File: config.mk
export PLATFORM = sky130hd
export DESIGN_NAME = batt_led_sup
export DESIGN_NICKNAME = d
export VERILOG_FILES = /design/src/rtl/batt_led_sup.sv
export SDC_FILE = /design/constraint.sdc
export NUM_CORES = 1
export LEC_CHECK = 0
export BUFFER_PORTS_ARGS = -buffer_cell sky130_fd_sc_hd__buf_2
export CAP_MARGIN = 20
export CORE_MARGIN = 1
export CORE_UTILIZATION = 35
export CTS_CLUSTER_DIAMETER = 200
export CTS_CLUSTER_SIZE = 16
export DETAILED_ROUTE_END_ITERATION = 10
export REMOVE_ABC_BUFFERS = 1
export SLEW_MARGIN = 20
export SYNTH_ARGS = -nofsm -noshare
export SYNTH_HDL_FRONTEND = slang
export SYNTH_SLANG_ARGS = --single-unit
File: constraint.sdc
create_clock -name clk -period 3.5 [get_ports clk]
set_clock_uncertainty 0.15 [all_clocks]
set_input_delay 0.35 -clock clk [delete_from_list [all_inputs] [get_ports clk]]
set_output_delay 0.35 -clock clk [all_outputs]
set_load 0.01 [all_outputs]
File: src/rtl/batt_led_sup.sv
module batt_led_sup #(
  parameter longint unsigned TICK_CYCLES  = 64'd7_500_000_000,
  parameter int unsigned     WARN_SAMPLES = 300,
  parameter int unsigned     FLASH_DIV    = 31_250_000
) (
  input  logic       clk,
  input  logic       rst_n,
  input  logic       wr_en,
  input  logic [1:0] wr_field,
  input  logic       wr_toggle,
  input  logic [1:0] wr_val,
  input  logic       xfer_busy,
  input  logic [3:0] batt_status,
  output logic [7:0] led_byte,
  output logic       remove_lamp,
  output logic       fault_lamp,
  output logic       power_lamp,
  output logic [1:0] batt_good,
  output logic [1:0] batt_warned
);
  localparam int TW = (TICK_CYCLES > 1) ? $clog2(TICK_CYCLES) : 1;
  localparam int AW = $clog2(WARN_SAMPLES + 1);
  localparam int FW = (FLASH_DIV > 1) ? $clog2(FLASH_DIV) : 1;

  logic [TW-1:0] tick_q;
  logic          tick_hit, due_q, sample_go;

  assign tick_hit  = (tick_q == TW'(TICK_CYCLES - 1));
  assign sample_go = due_q & ~xfer_busy;

  always_ff @(posedge clk) begin
    if (!rst_n) begin
      tick_q <= '0;
      due_q  <= 1'b0;
    end else begin
      tick_q <= tick_hit ? '0 : tick_q + 1'b1;
      due_q  <= tick_hit | (due_q & ~sample_go);
    end
  end

  logic [1:0] fail_in, good_q, warn_q, good_n, warn_n, chg;
  assign fail_in = {batt_status[3], batt_status[1]};

  for (genvar i = 0; i < 2; i++) begin : g_batt
    logic [AW-1:0] age_q, age_n;
    logic          g_n, w_n, c_n;

    always_comb begin
      g_n   = good_q[i];
      w_n   = warn_q[i];
      c_n   = 1'b0;
      age_n = age_q;
      if (fail_in[i] == good_q[i]) begin
        g_n   = ~fail_in[i];
        c_n   = 1'b1;
        age_n = '0;
        if (!fail_in[i]) w_n = 1'b0;
      end else begin
        if (age_q != AW'(WARN_SAMPLES)) age_n = age_q + 1'b1;
        if (!good_q[i] && !warn_q[i] && age_n >= AW'(WARN_SAMPLES)) begin
          w_n = 1'b1;
          c_n = 1'b1;
        end
      end
    end

    always_ff @(posedge clk) begin
      if (!rst_n)         age_q <= '0;
      else if (sample_go) age_q <= age_n;
    end

    assign good_n[i] = g_n;
    assign warn_n[i] = w_n;
    assign chg[i]    = c_n;
  end

  always_ff @(posedge clk) begin
    if (!rst_n) begin
      good_q <= 2'b11;
      warn_q <= 2'b00;
    end else if (sample_go) begin
      good_q <= good_n;
      warn_q <= warn_n;
    end
  end

  logic [1:0] fault_code;
  always_comb begin
    if (&good_n)       fault_code = 2'd0;
    else if (|warn_n)  fault_code = 2'd1;
    else if (~|good_n) fault_code = 2'd3;
    else               fault_code = 2'd2;
  end

  logic [7:0] led_q, led_d;
  always_comb begin
    led_d = led_q;
    if (wr_en) begin
      case (wr_field)
        2'd0: led_d[3:2] = wr_toggle ? {led_q[3], ~led_q[2]} : wr_val;
        2'd1: led_d[5:4] = wr_toggle ? {led_q[5], ~led_q[4]} : wr_val;
        2'd2: led_d[7:6] = wr_toggle ? {led_q[7], ~led_q[6]} : wr_val;
        default: ;
      endcase
    end
    if (sample_go && |chg) led_d[5:4] = fault_code;
  end

  always_ff @(posedge clk) begin
    if (!rst_n) led_q <= 8'h00;
    else        led_q <= led_d;
  end

  logic [FW-1:0] pre_q;
  logic [2:0]    step_q;
  logic          pre_hit, slow_on, fast_on;
  assign pre_hit = (pre_q == FW'(FLASH_DIV - 1));

  always_ff @(posedge clk) begin
    if (!rst_n) begin
      pre_q  <= '0;
      step_q <= '0;
    end else begin
      pre_q <= pre_hit ? '0 : pre_q + 1'b1;
      if (pre_hit) step_q <= step_q + 1'b1;
    end
  end

  assign slow_on = (step_q < 3'd3);
  assign fast_on = ~step_q[0];

  function automatic logic lamp_of(input logic [1:0] code, input logic inv);
    case (code)
      2'd0:    lamp_of = inv;
      2'd1:    lamp_of = ~inv;
      2'd2:    lamp_of = slow_on;
      default: lamp_of = fast_on;
    endcase
  endfunction

  assign led_byte    = led_q;
  assign remove_lamp = lamp_of(led_q[3:2], 1'b0);
  assign fault_lamp  = lamp_of(led_q[5:4], 1'b0);
  assign power_lamp  = lamp_of(led_q[7:6], 1'b1);
  assign batt_good   = good_q;
  assign batt_warned = warn_q;
endmodule


==> qor.yml, run 1 <==
run_status:
  status: "finished clean"
place:
  hpwlAfterDp_um: 6520
  dp.cells: 740
  gp_congestion: 0.801
  io_buffers: 23
  post-place-ws_ns: 0.726
clock_network:
  clock_sinks: 90
  ctsResizeCount: 0
  cts-root-buf: "clkbuf_16"
  clk_latency_ns: 0.34
  cts_buffer_depth: 2
  ctsHtreeMaxLevel: 3
  cts_tree: "built"
  hold_buffers: 0
  clk_pin_slew_ns: 0.06
  post-cts-setup-buffers: 0
  cts_made_buffers: 9
detailed_routing:
  routed_wl_um: 9220
  wl_per_cell_um: 12.2
  drt_iter0_drc: 112
  drc_errors: 0
  vias: 3809
  ant_nets: 0
  firstDrtPassIters: 5
  viasPerCell: 5.04
floorplanning:
  std_cell_rows: 41
  start_util_pct: 36.0
  die_y_um: 116
  die_area_um2: 13500
  ios: 28
  fp.coreArea_um2: 12700
  die-width_um: 116
sta:
  setup_violations: 0
  setup_slack_ns: 0.685
  max_freq_ghz: 0.355
  worst_pin_slew_ns: 0.778
  finalHoldViolCount: 0
  worst_hold_slack_ns: 0.124
  min_period_over_period_pct: 80.4
  slew_headroom_pct: 48.0
  rsz0062_at_grt: "no"
  period_minus_slack_ns: 2.81
  tns_ns: 0
  slew_violations: 0
worst_hold_path:
  worstHoldStart: "wr_val[1]"
  worstHoldEndpoint: "led_byte[7]$_SDFFE_PN0P_"
  hold_depth: 3
  hp-class: "in -> reg"
power:
  p_per_area_nw_per_um2: 413
  irDropWorstVdd_v: 0.000217
  total_power_mw: 2.11
  p_leak_nw: 1.86
setup_path:
  worstPathRequired_ns: 3.61
  critPathLaunchType: "register"
  crit_fanout: 9
  cp-end-kind: "register"
  worst-r2r-setup-slack_ns: 0.69
  cp.arrival_ns: 2.92
  r2r_start: "g_batt[0].age_q[0]$_SDFFE_PN0P_"
  rr_worst_depth: 8
  r2r-end: "led_byte[5]$_SDFFE_PN0P_"
  critPathKind: "reg -> reg"
logic_synthesis:
  yosys.area.top_type_share_pct: 39.5
  synth_edf_count: 0
  synth_area_leaders: "dfxtp_1, nor2_1, xor2_1, nand2_1, xnor2_1"
  synth_cells: 563
  ys.flop_type: "dfxtp_1"
  synth_top_cell_by_area: "dfxtp_1"
  ys_seq_elements: 90
  yosysUniqueCellTypes: 60
  synth_area_um2: 4560
  seq_area_frac_synth_pct: 39.5
  async_reset_ff_share_pct: 0
  synth_area_per_cell_um2: 8.11
  synth_warnings: 0
global_route:
  grt_pass1_wl_um: 15800
  grt_pass1_vias: 3608
  grtUsageTotal_pct: 14.7
  grt_max_degree: 31
  grt_overflow: 0
  antenna_found_initial: 0
cells_and_area:
  nNetsFinal: 603
  layout-drive-gt1-share_pct: 9.08
  area_growth_pct: 12.0
  final_cells: 756
  diodes: 0
  fillCellCount: 1317
job:
  cap_viol_max_count: 0
## Yosys cell counts (4+ instances only)
cell        n
nor2_1    101
dfxtp_1    90
nand2_1    66
xor2_1     34
a21oi_1    31
nand3_1    27
xnor2_1    26
inv_1      18
nand4_1    16
o21ai_0    15
and3_1     14
nor3_1     13
clkbuf_1   12
ha_1       11
and4_1      7
o211ai_1    6
nor4_1      5
nor2b_1     4
nor4b_1     4
## metal layers
layer | GRT usage (%) | part of all wire, % | vias up
li1 | - | - | 1971
met1 | 18.2 | 48 | 1775
met2 | 25.0 | 47 | 55
met3 | 3.63 | 3.3 | 8
met4 | 4.87 | 1.3 | 0
met5 | 0 | 0 | -
## layout make-up
| cell class | count | area [um2] | area share [%] |
|---|---|---|---|
| inverters | 19 | 71.3 | 1.40 |
| clock buffers | 11 | 253 | 4.94 |
| multi-input cells | 434 | 2580 | 50.5 |
| flip-flops and latches | 90 | 1800 | 35.3 |
| clock inverters | 5 | 61.3 | 1.20 |
| well taps | 172 | 215 | 4.21 |
| repair buffers | 25 | 130 | 2.55 |
## cells by family (layout without fill, tap and decap cells)
family | Yosys count | in the layout | synth area share [%]
other | 1 | 2 | 0.0822
buffers and inverters | 40 | 60 | 4.11
adders and majority gates | 11 | 11 | 3.02
xor gates and xnor gates | 60 | 60 | 11.5
and+or+nand+nor | 284 | 284 | 30.6
AOI/OAI and AO/OA | 73 | 73 | 10.3
muxes | 4 | 4 | 0.959
DFF | 90 | 90 | 39.5
## how the worst max path moves through the flow
stage                                    start                       end  slack [ns]  cells after the start
3_3_place_gp   g_batt[0].age_q[0]$_SDFFE_PN0P_  led_byte[5]$_SDFFE_PN0P_        0.77                      8
2_1_floorplan  g_batt[0].age_q[0]$_SDFFE_PN0P_  led_byte[5]$_SDFFE_PN0P_        0.97                      8
4_1_cts        g_batt[0].age_q[0]$_SDFFE_PN0P_  led_byte[5]$_SDFFE_PN0P_        0.69                      8
3_5_place_dp   g_batt[0].age_q[0]$_SDFFE_PN0P_  led_byte[5]$_SDFFE_PN0P_        0.73                      8
5_1_grt        g_batt[0].age_q[0]$_SDFFE_PN0P_  led_byte[4]$_SDFFE_PN0P_        0.45                      8
6_report       g_batt[0].age_q[0]$_SDFFE_PN0P_  led_byte[5]$_SDFFE_PN0P_        0.69                      8
## critical path, stage by stage, from the launching register on
cell	delay [ns]
dfxtp_1	0.46
ha_1	0.35
nor4bb_1	0.11
o21a_1	0.19
or4b_1	0.51
a22oi_2	0.24
o211ai_2	0.12
or3_1	0.38
a211oi_2	0.22
## metrics by stage
step / area (um2) / util (%)
detailed placement: 4800 / 37.9
global placement: 4800 / 37.9
floorplan: 4450 / -
finish: 5110 / 40.3
CTS: 5110 / 40.3
global route: 5110 / 40.3
## layout by cell type, fill, tap and decap left out, types with 5 or more instances in the layout
cell and n:
and3_1 14, o211ai_1 6, o21ai_0 15, nand4_1 16
a21oi_1 31, xor2_1 34, nor3_1 13, nor2_1 101
xnor2_1 26, buf_2 23, clkbuf_16 9, ha_1 11
dfxtp_1 90, nand2_1 66, inv_1 18, nor4_1 5
and4_1 7, nand3_1 27
## report_power, final
group / internal (mW) / switching [mW] / total (mW)
combinational: 0.0245 / 0.0456 / 0.0701
sequential: 1.03 / 0.00683 / 1.04
clock: 0.596 / 0.408 / 1.00
total: 1.65 / 0.461 / 2.11
## state kept, by name, indices dropped and copies added, names as in the netlist
| signal | cells |
|---|---|
| g_batt.age_q | 18 |
| due_q | 1 |
| tick_q | 33 |
| led_byte | 6 |
| batt_warned | 2 |
| step_q | 3 |
| pre_q | 25 |
| batt_good | 2 |
No activity file was read; power rests on OpenSTA's default activity.
==> inputs of run 2 (changes only) <==
--- a/config.mk
+++ b/config.mk
@@ -5,6 +5,7 @@
 export SDC_FILE = /design/constraint.sdc
 export NUM_CORES = 1
 export LEC_CHECK = 0
+export ABC_AREA = 1
 export BUFFER_PORTS_ARGS = -buffer_cell sky130_fd_sc_hd__buf_2
 export CAP_MARGIN = 20
 export CORE_MARGIN = 1
==> constraint.sdc (replaced) <==
create_clock -name clk -period 2.7 [get_ports clk]
set_clock_uncertainty 0.15 [all_clocks]
set_input_delay 0.27 -clock clk [delete_from_list [all_inputs] [get_ports clk]]
set_output_delay 0.27 -clock clk [all_outputs]
set_load 0.01 [all_outputs]
==> qor.yml, run 2 <==
run_status:
  status: "finished clean"
power:
  pwr-share-seq_pct: 50.2
  p_clk_share_pct: 46.3
  internal_power_mw: 2.13
  irDropWorstVdd_v: 0.000276
  switching_share_pct: 20.8
  p_leak_nw: 2.30
  p_per_area_nw_per_um2: 480
  power.share.combinational_pct: 3.5
  p_sw_mw: 0.559
setup_path:
  critPathLaunchType: "register"
  critPathKind: "reg -> reg"
  critPathSlowestCell: "dfxtp_1"
  path_cells: "inv_1, nor2_1, nand4_1, nor4_2, nand2_1, nand2_1, buf_4, nor2_1, o21a_1"
  crit_path_max_incr_delay_ns: 0.42
  worstPathRequired_ns: 2.78
  worst-r2r-setup-slack_ns: 0.69
  crit_fanout: 24
  cp.arrival_ns: 2.09
  cp-end-kind: "register"
detailed_routing:
  wl_per_cell_um: 10.9
  drt_iter0_drc: 273
  routed_wl_um: 10100
  viasPerCell: 4.62
  firstDrtPassIters: 4
  vias: 4258
  drc_errors: 0
  ant_nets: 0
logic_synthesis:
  yosysUniqueCellTypes: 47
  synth_top_family_by_area: "simple AND/OR/NAND/NOR gates"
  seq_area_frac_synth_pct: 36.0
  synthAdderAreaFrac_pct: 2.75
  synth_area_per_cell_um2: 7.03
  ys_seq_elements: 90
  ys.flop_type: "dfxtp_1"
  synth_compound_area_share_pct: 9.49
  synth_cells: 713
  async_reset_ff_share_pct: 0
  synth_warnings: 0
  synth_edf_count: 0
  yosys.area.top_type_share_pct: 36.0
  ys_top_cells_by_count: "nand2_1, inv_1, dfxtp_1"
  yosysMostFrequentCell: "nand2_1"
  muxShareOfSynthArea_pct: 0
  synth_area_leaders: "dfxtp_1, nand2_1, inv_1, nor2_1, a21oi_1"
  synth_area_um2: 5010
  synth_top_cell_by_area: "dfxtp_1"
  synthSimpleGateAreaFrac_pct: 37.9
  synth_xor_area_share_pct: 4.20
job:
  cap_viol_max_count: 0
cells_and_area:
  final_util_pct: 40.1
  diodes: 0
  nNetsFinal: 763
  layout-drive-gt1-share_pct: 12.9
  layout_common_cells: "nand2_1, inv_1, dfxtp_1"
  largest-register: "tick_q"
  mostFrequentLayoutCell: "nand2_1"
  largest_reg_flops: 33
  area_growth_pct: 11.6
  reg.largest.list: "tick_q: 33 flops, pre_q: 25 flops, g_batt.age_q: 18 flops"
place:
  io_buffers: 23
  gp_congestion: 0.811
  hpwlAfterDp_um: 7440
sta:
  period_minus_slack_ns: 2.01
  setup_violations: 0
  slew_headroom_pct: 49.2
  rsz0062_at_grt: "no"
  max_freq_ghz: 0.498
  finalHoldViolCount: 0
  slew_violations: 0
  tns_ns: 0
  worst_pin_slew_ns: 0.761
  min_period_over_period_pct: 74.4
global_route:
  grt_use_met2_pct: 23.7
  grtUsageMet1_pct: 19.5
  grtUsageMet3_pct: 2.81
  antenna_found_initial: 0
  top_usage_layer: "met2"
  grt_pass1_vias: 3862
  grt_max_degree: 33
  grt_pass1_wl_um: 17400
  grtUsageTotal_pct: 14.6
  grt_overflow: 0
clock_network:
  clk_latency_ns: 0.34
  hold_buffers: 0
  ctsResizeCount: 0
  post-cts-setup-buffers: 0
  cts-root-buf: "clkbuf_16"
  clock_sinks: 90
  cts_buffer_depth: 2
  clk_pin_slew_ns: 0.06
  cts_made_buffers: 9
  ctsHtreeMaxLevel: 3
  cts_tree: "built"
floorplanning:
  fp.coreArea_um2: 13900
  die_area_um2: 14800
  std_cell_rows: 43
  ios: 28
  start_util_pct: 36.0
  die-width_um: 122
  die_y_um: 122
worst_hold_path:
  hp-class: "in -> reg"
## run 2: cell types whose count changed after synthesis, sizes merged, moves of 14 or more
| cell | previous run | this run |
|---|---|---|
| a21oi | 31 | 50 |
| and3 | 14 | 0 |
| inv | 19 | 106 |
| nand2 | 66 | 171 |
| nor3 | 13 | 34 |
| o21ai | 15 | 30 |
| xnor2 | 26 | 10 |
| xor2 | 34 | 14 |
## run 2: critical path, delay by kind of cell, from the launching register on
family | cells | cell delay (ns)
flops | 1 | 0.42
compound gates | 1 | 0.10
simple gates | 6 | 0.86
buf+inv | 2 | 0.37
## run 2: final timing paths
kind / start / end / cells past startpoint
max: pre_q[12]$_SDFF_PP0_ / pre_q[17]$_SDFF_PP0_ / 9
min: xfer_busy / due_q$_SDFF_PN0_ / 3
max reg2reg: pre_q[12]$_SDFF_PP0_ / pre_q[17]$_SDFF_PP0_ / 9
min reg2reg: tick_q[0]$_SDFF_PP0_ / tick_q[0]$_SDFF_PP0_ / 1
## run 2: power by group through the flow
stage                     clock [mW]  combinational (mW)  sequential (mW)
after CTS                       1.29              0.0960             1.35
after global placement             0              0.0952             1.38
final                           1.24              0.0937             1.35
after floorplan                    0              0.0551             1.38
after detailed placement           0              0.0953             1.38
after global routing            1.33               0.110             1.35
## run 2: kinds of logic after synthesis
logic type / after synthesis
and+or+nand+nor: 380
buffers and inverters: 119
DFF: 90
AOI/OAI and AO/OA: 88
xor gates and xnor gates: 24
adders and majority gates: 11
other: 1
## run 2: final cells by class
cell class / instances / area, um2
flip-flops and latches: 90 / 1800
multi-input cells: 505 / 2730
well taps: 180 / 225
fillers: 1465 / 8340
clock inverters: 3 / 40.0
inverters: 106 / 398
clock buffers: 11 / 253
repair buffers: 27 / 145
## run 2: stage by stage
stage	area, um2	setup slack (ns)	power [mW]	hold WS [ns]	instances
after floorplan	4930	0.758	1.43	0.243	701
after global placement	5300	0.700	1.47	0.281	908
after detailed placement	5300	0.680	1.47	0.288	908
after CTS	5590	0.659	2.73	0.0345	922
after global routing	5590	0.405	2.79	0.0690	922
final	5590	0.691	2.68	0.0464	922
## run 2: per-layer routing
layer  wire (um)  up-vias
li1            -     2339
met1        5290     1879
met2        4460       31
met4         131        0
met5           0        -
met3         178        9
==> inputs of run 3 (changes only) <==
==> constraint.sdc (replaced) <==
create_clock -name clk -period 1.9 [get_ports clk]
set_clock_uncertainty 0.15 [all_clocks]
set_input_delay 0.19 -clock clk [delete_from_list [all_inputs] [get_ports clk]]
set_output_delay 0.19 -clock clk [all_outputs]
set_load 0.01 [all_outputs]
==> qor.yml, run 3 (synthesized netlist as in run 2, its figures left out) <==
cells_and_area:
  mostFrequentLayoutCell: "nand2_1"
  fillCellCount: 1410
  largest-register: "tick_q"
  nNetsFinal: 811
  diodes: 0
  final_util_pct: 45.0
  multi_input_area_um2: 2960
  largest_reg_flops: 33
  layout_common_cells: "nand2_1, inv_1, nor2_1"
  regArea_um2: 1840
  reg.largest.list: "tick_q: 33 flops, pre_q: 25 flops, g_batt.age_q: 18 flops"
  layout-drive-gt1-share_pct: 26.6
  area_growth_pct: 25.2
  design_area_um2: 6270
sta:
  period_minus_slack_ns: 1.83
  slew_violations: 0
  finalHoldViolCount: 0
  max_freq_ghz: 0.545
  setup_violations: 0
  rsz0062_at_grt: "yes"
  min_period_over_period_pct: 96.5
floorplanning:
  die-width_um: 122
  die_y_um: 122
  fp.coreArea_um2: 13900
  ios: 28
  std_cell_rows: 43
  start_util_pct: 36.0
  die_area_um2: 14800
detailed_routing:
  drt_iter0_drc: 190
  routed_wl_um: 11000
  viasPerCell: 4.61
  ant_nets: 0
  wl_per_cell_um: 11.3
  firstDrtPassIters: 4
  vias: 4478
  drc_errors: 0
clock_network:
  clock_sinks: 90
  clk_latency_ns: 0.33
  cts_tree: "built"
  cts_buffer_depth: 2
  clk_pin_slew_ns: 0.06
  cts-root-buf: "clkbuf_16"
  ctsHtreeMaxLevel: 3
  cts_made_buffers: 9
place:
  dpl-instance-area_um2: 5620
  gp_congestion: 0.815
  hpwlAfterDp_um: 8120
  io_buffers: 23
global_route:
  grt_pass1_vias: 4093
  grt_max_degree: 25
  antenna_found_initial: 0
  grt_pass1_wl_um: 18100
  grt_overflow: 0
  grtUsageTotal_pct: 15.2
run_status:
  status: "finished clean"
setup_path:
  cp.arrival_ns: 1.90
  cp-end-kind: "register"
  crit_start: "tick_q[0]$_SDFF_PP0_"
  worstPathRequired_ns: 1.97
  critPathKind: "reg -> reg"
  critPathLaunchType: "register"
  r2r_start: "tick_q[0]$_SDFF_PP0_"
  crit_fanout: 6
worst_hold_path:
  worstHoldStart: "wr_toggle"
  hp-class: "in -> reg"
job:
  cap_viol_max_count: 0
power:
  p_leak_nw: 2.62
  p_per_area_nw_per_um2: 638
  irDropWorstVdd_v: 0.000390
==> run 3: metrics by stage <==
step	setup WS [ns]	cells	hold slack, ns	setup TNS [ns]	total power, mW
floorplan	-0.0421	701	0.163	-0.0813	2.04
global placement	-0.0148	947	0.283	-0.0244	2.11
detailed placement	-0.0334	947	0.287	-0.0549	2.11
CTS	0.00138	965	0.0438	0	4.05
global route	-0.0790	972	0.0638	-0.386	4.15
finish	0.0656	972	0.0498	0	4.00
==> run 3: worst max-delay path: stages (launching register included) <==
cell and delay (ns):
dfxtp_4 0.37, ha_4 0.14, nand2_2 0.04, inv_2 0.07, nand3_4 0.07, nor2_4 0.12, nand2_4 0.07, nor3_4 0.21
nand4_4 0.18, nor3_1 0.22, nor3_2 0.07
==> run 3: cell type report <==
cell class,count,share of cell area (%)
clock buffers,11,3.87
clock inverters,5,1.24
inverters,106,6.38
multi-input cells,505,47.1
flip-flops and latches,90,29.3
well taps,180,3.59
repair buffers,75,8.54
==> run 3: repair_timing <==
action                                  CTS  global route
gates resized for setup                   1            85
hold buffers                              2             0
pin swaps                                 0            26
cloned                                    0             0
endpoints found under the setup margin    2            57
endpoints found under the hold margin     3             0
buffers inserted                          0             7
==> run 3: final timing paths <==
check                              to  slack [ns]  cells past startpoint
max             tick_q[28]$_SDFF_PP0_        0.07                     10
min          led_byte[3]$_SDFFE_PN0P_        0.05                      3
max reg2reg     tick_q[28]$_SDFF_PP0_        0.07                     10
min reg2reg       pre_q[0]$_SDFF_PP0_        0.30                      1
==> run 3: power breakdown <==
part | internal (mW) | switching (mW)
clock | 1.19 | 0.732
combinational | 0.0673 | 0.0952
sequential | 1.90 | 0.0192
==> run 3: layer usage <==
layer / track usage [%] / vias to the layer above / routed length [um]
li1: - / 2438 / -
met3: 2.90 / 4 / 240
met4: 4.24 / 0 / 82
met5: 0 / - / 0
met1: 20.0 / 1986 / 5640
met2: 25.1 / 50 / 5050
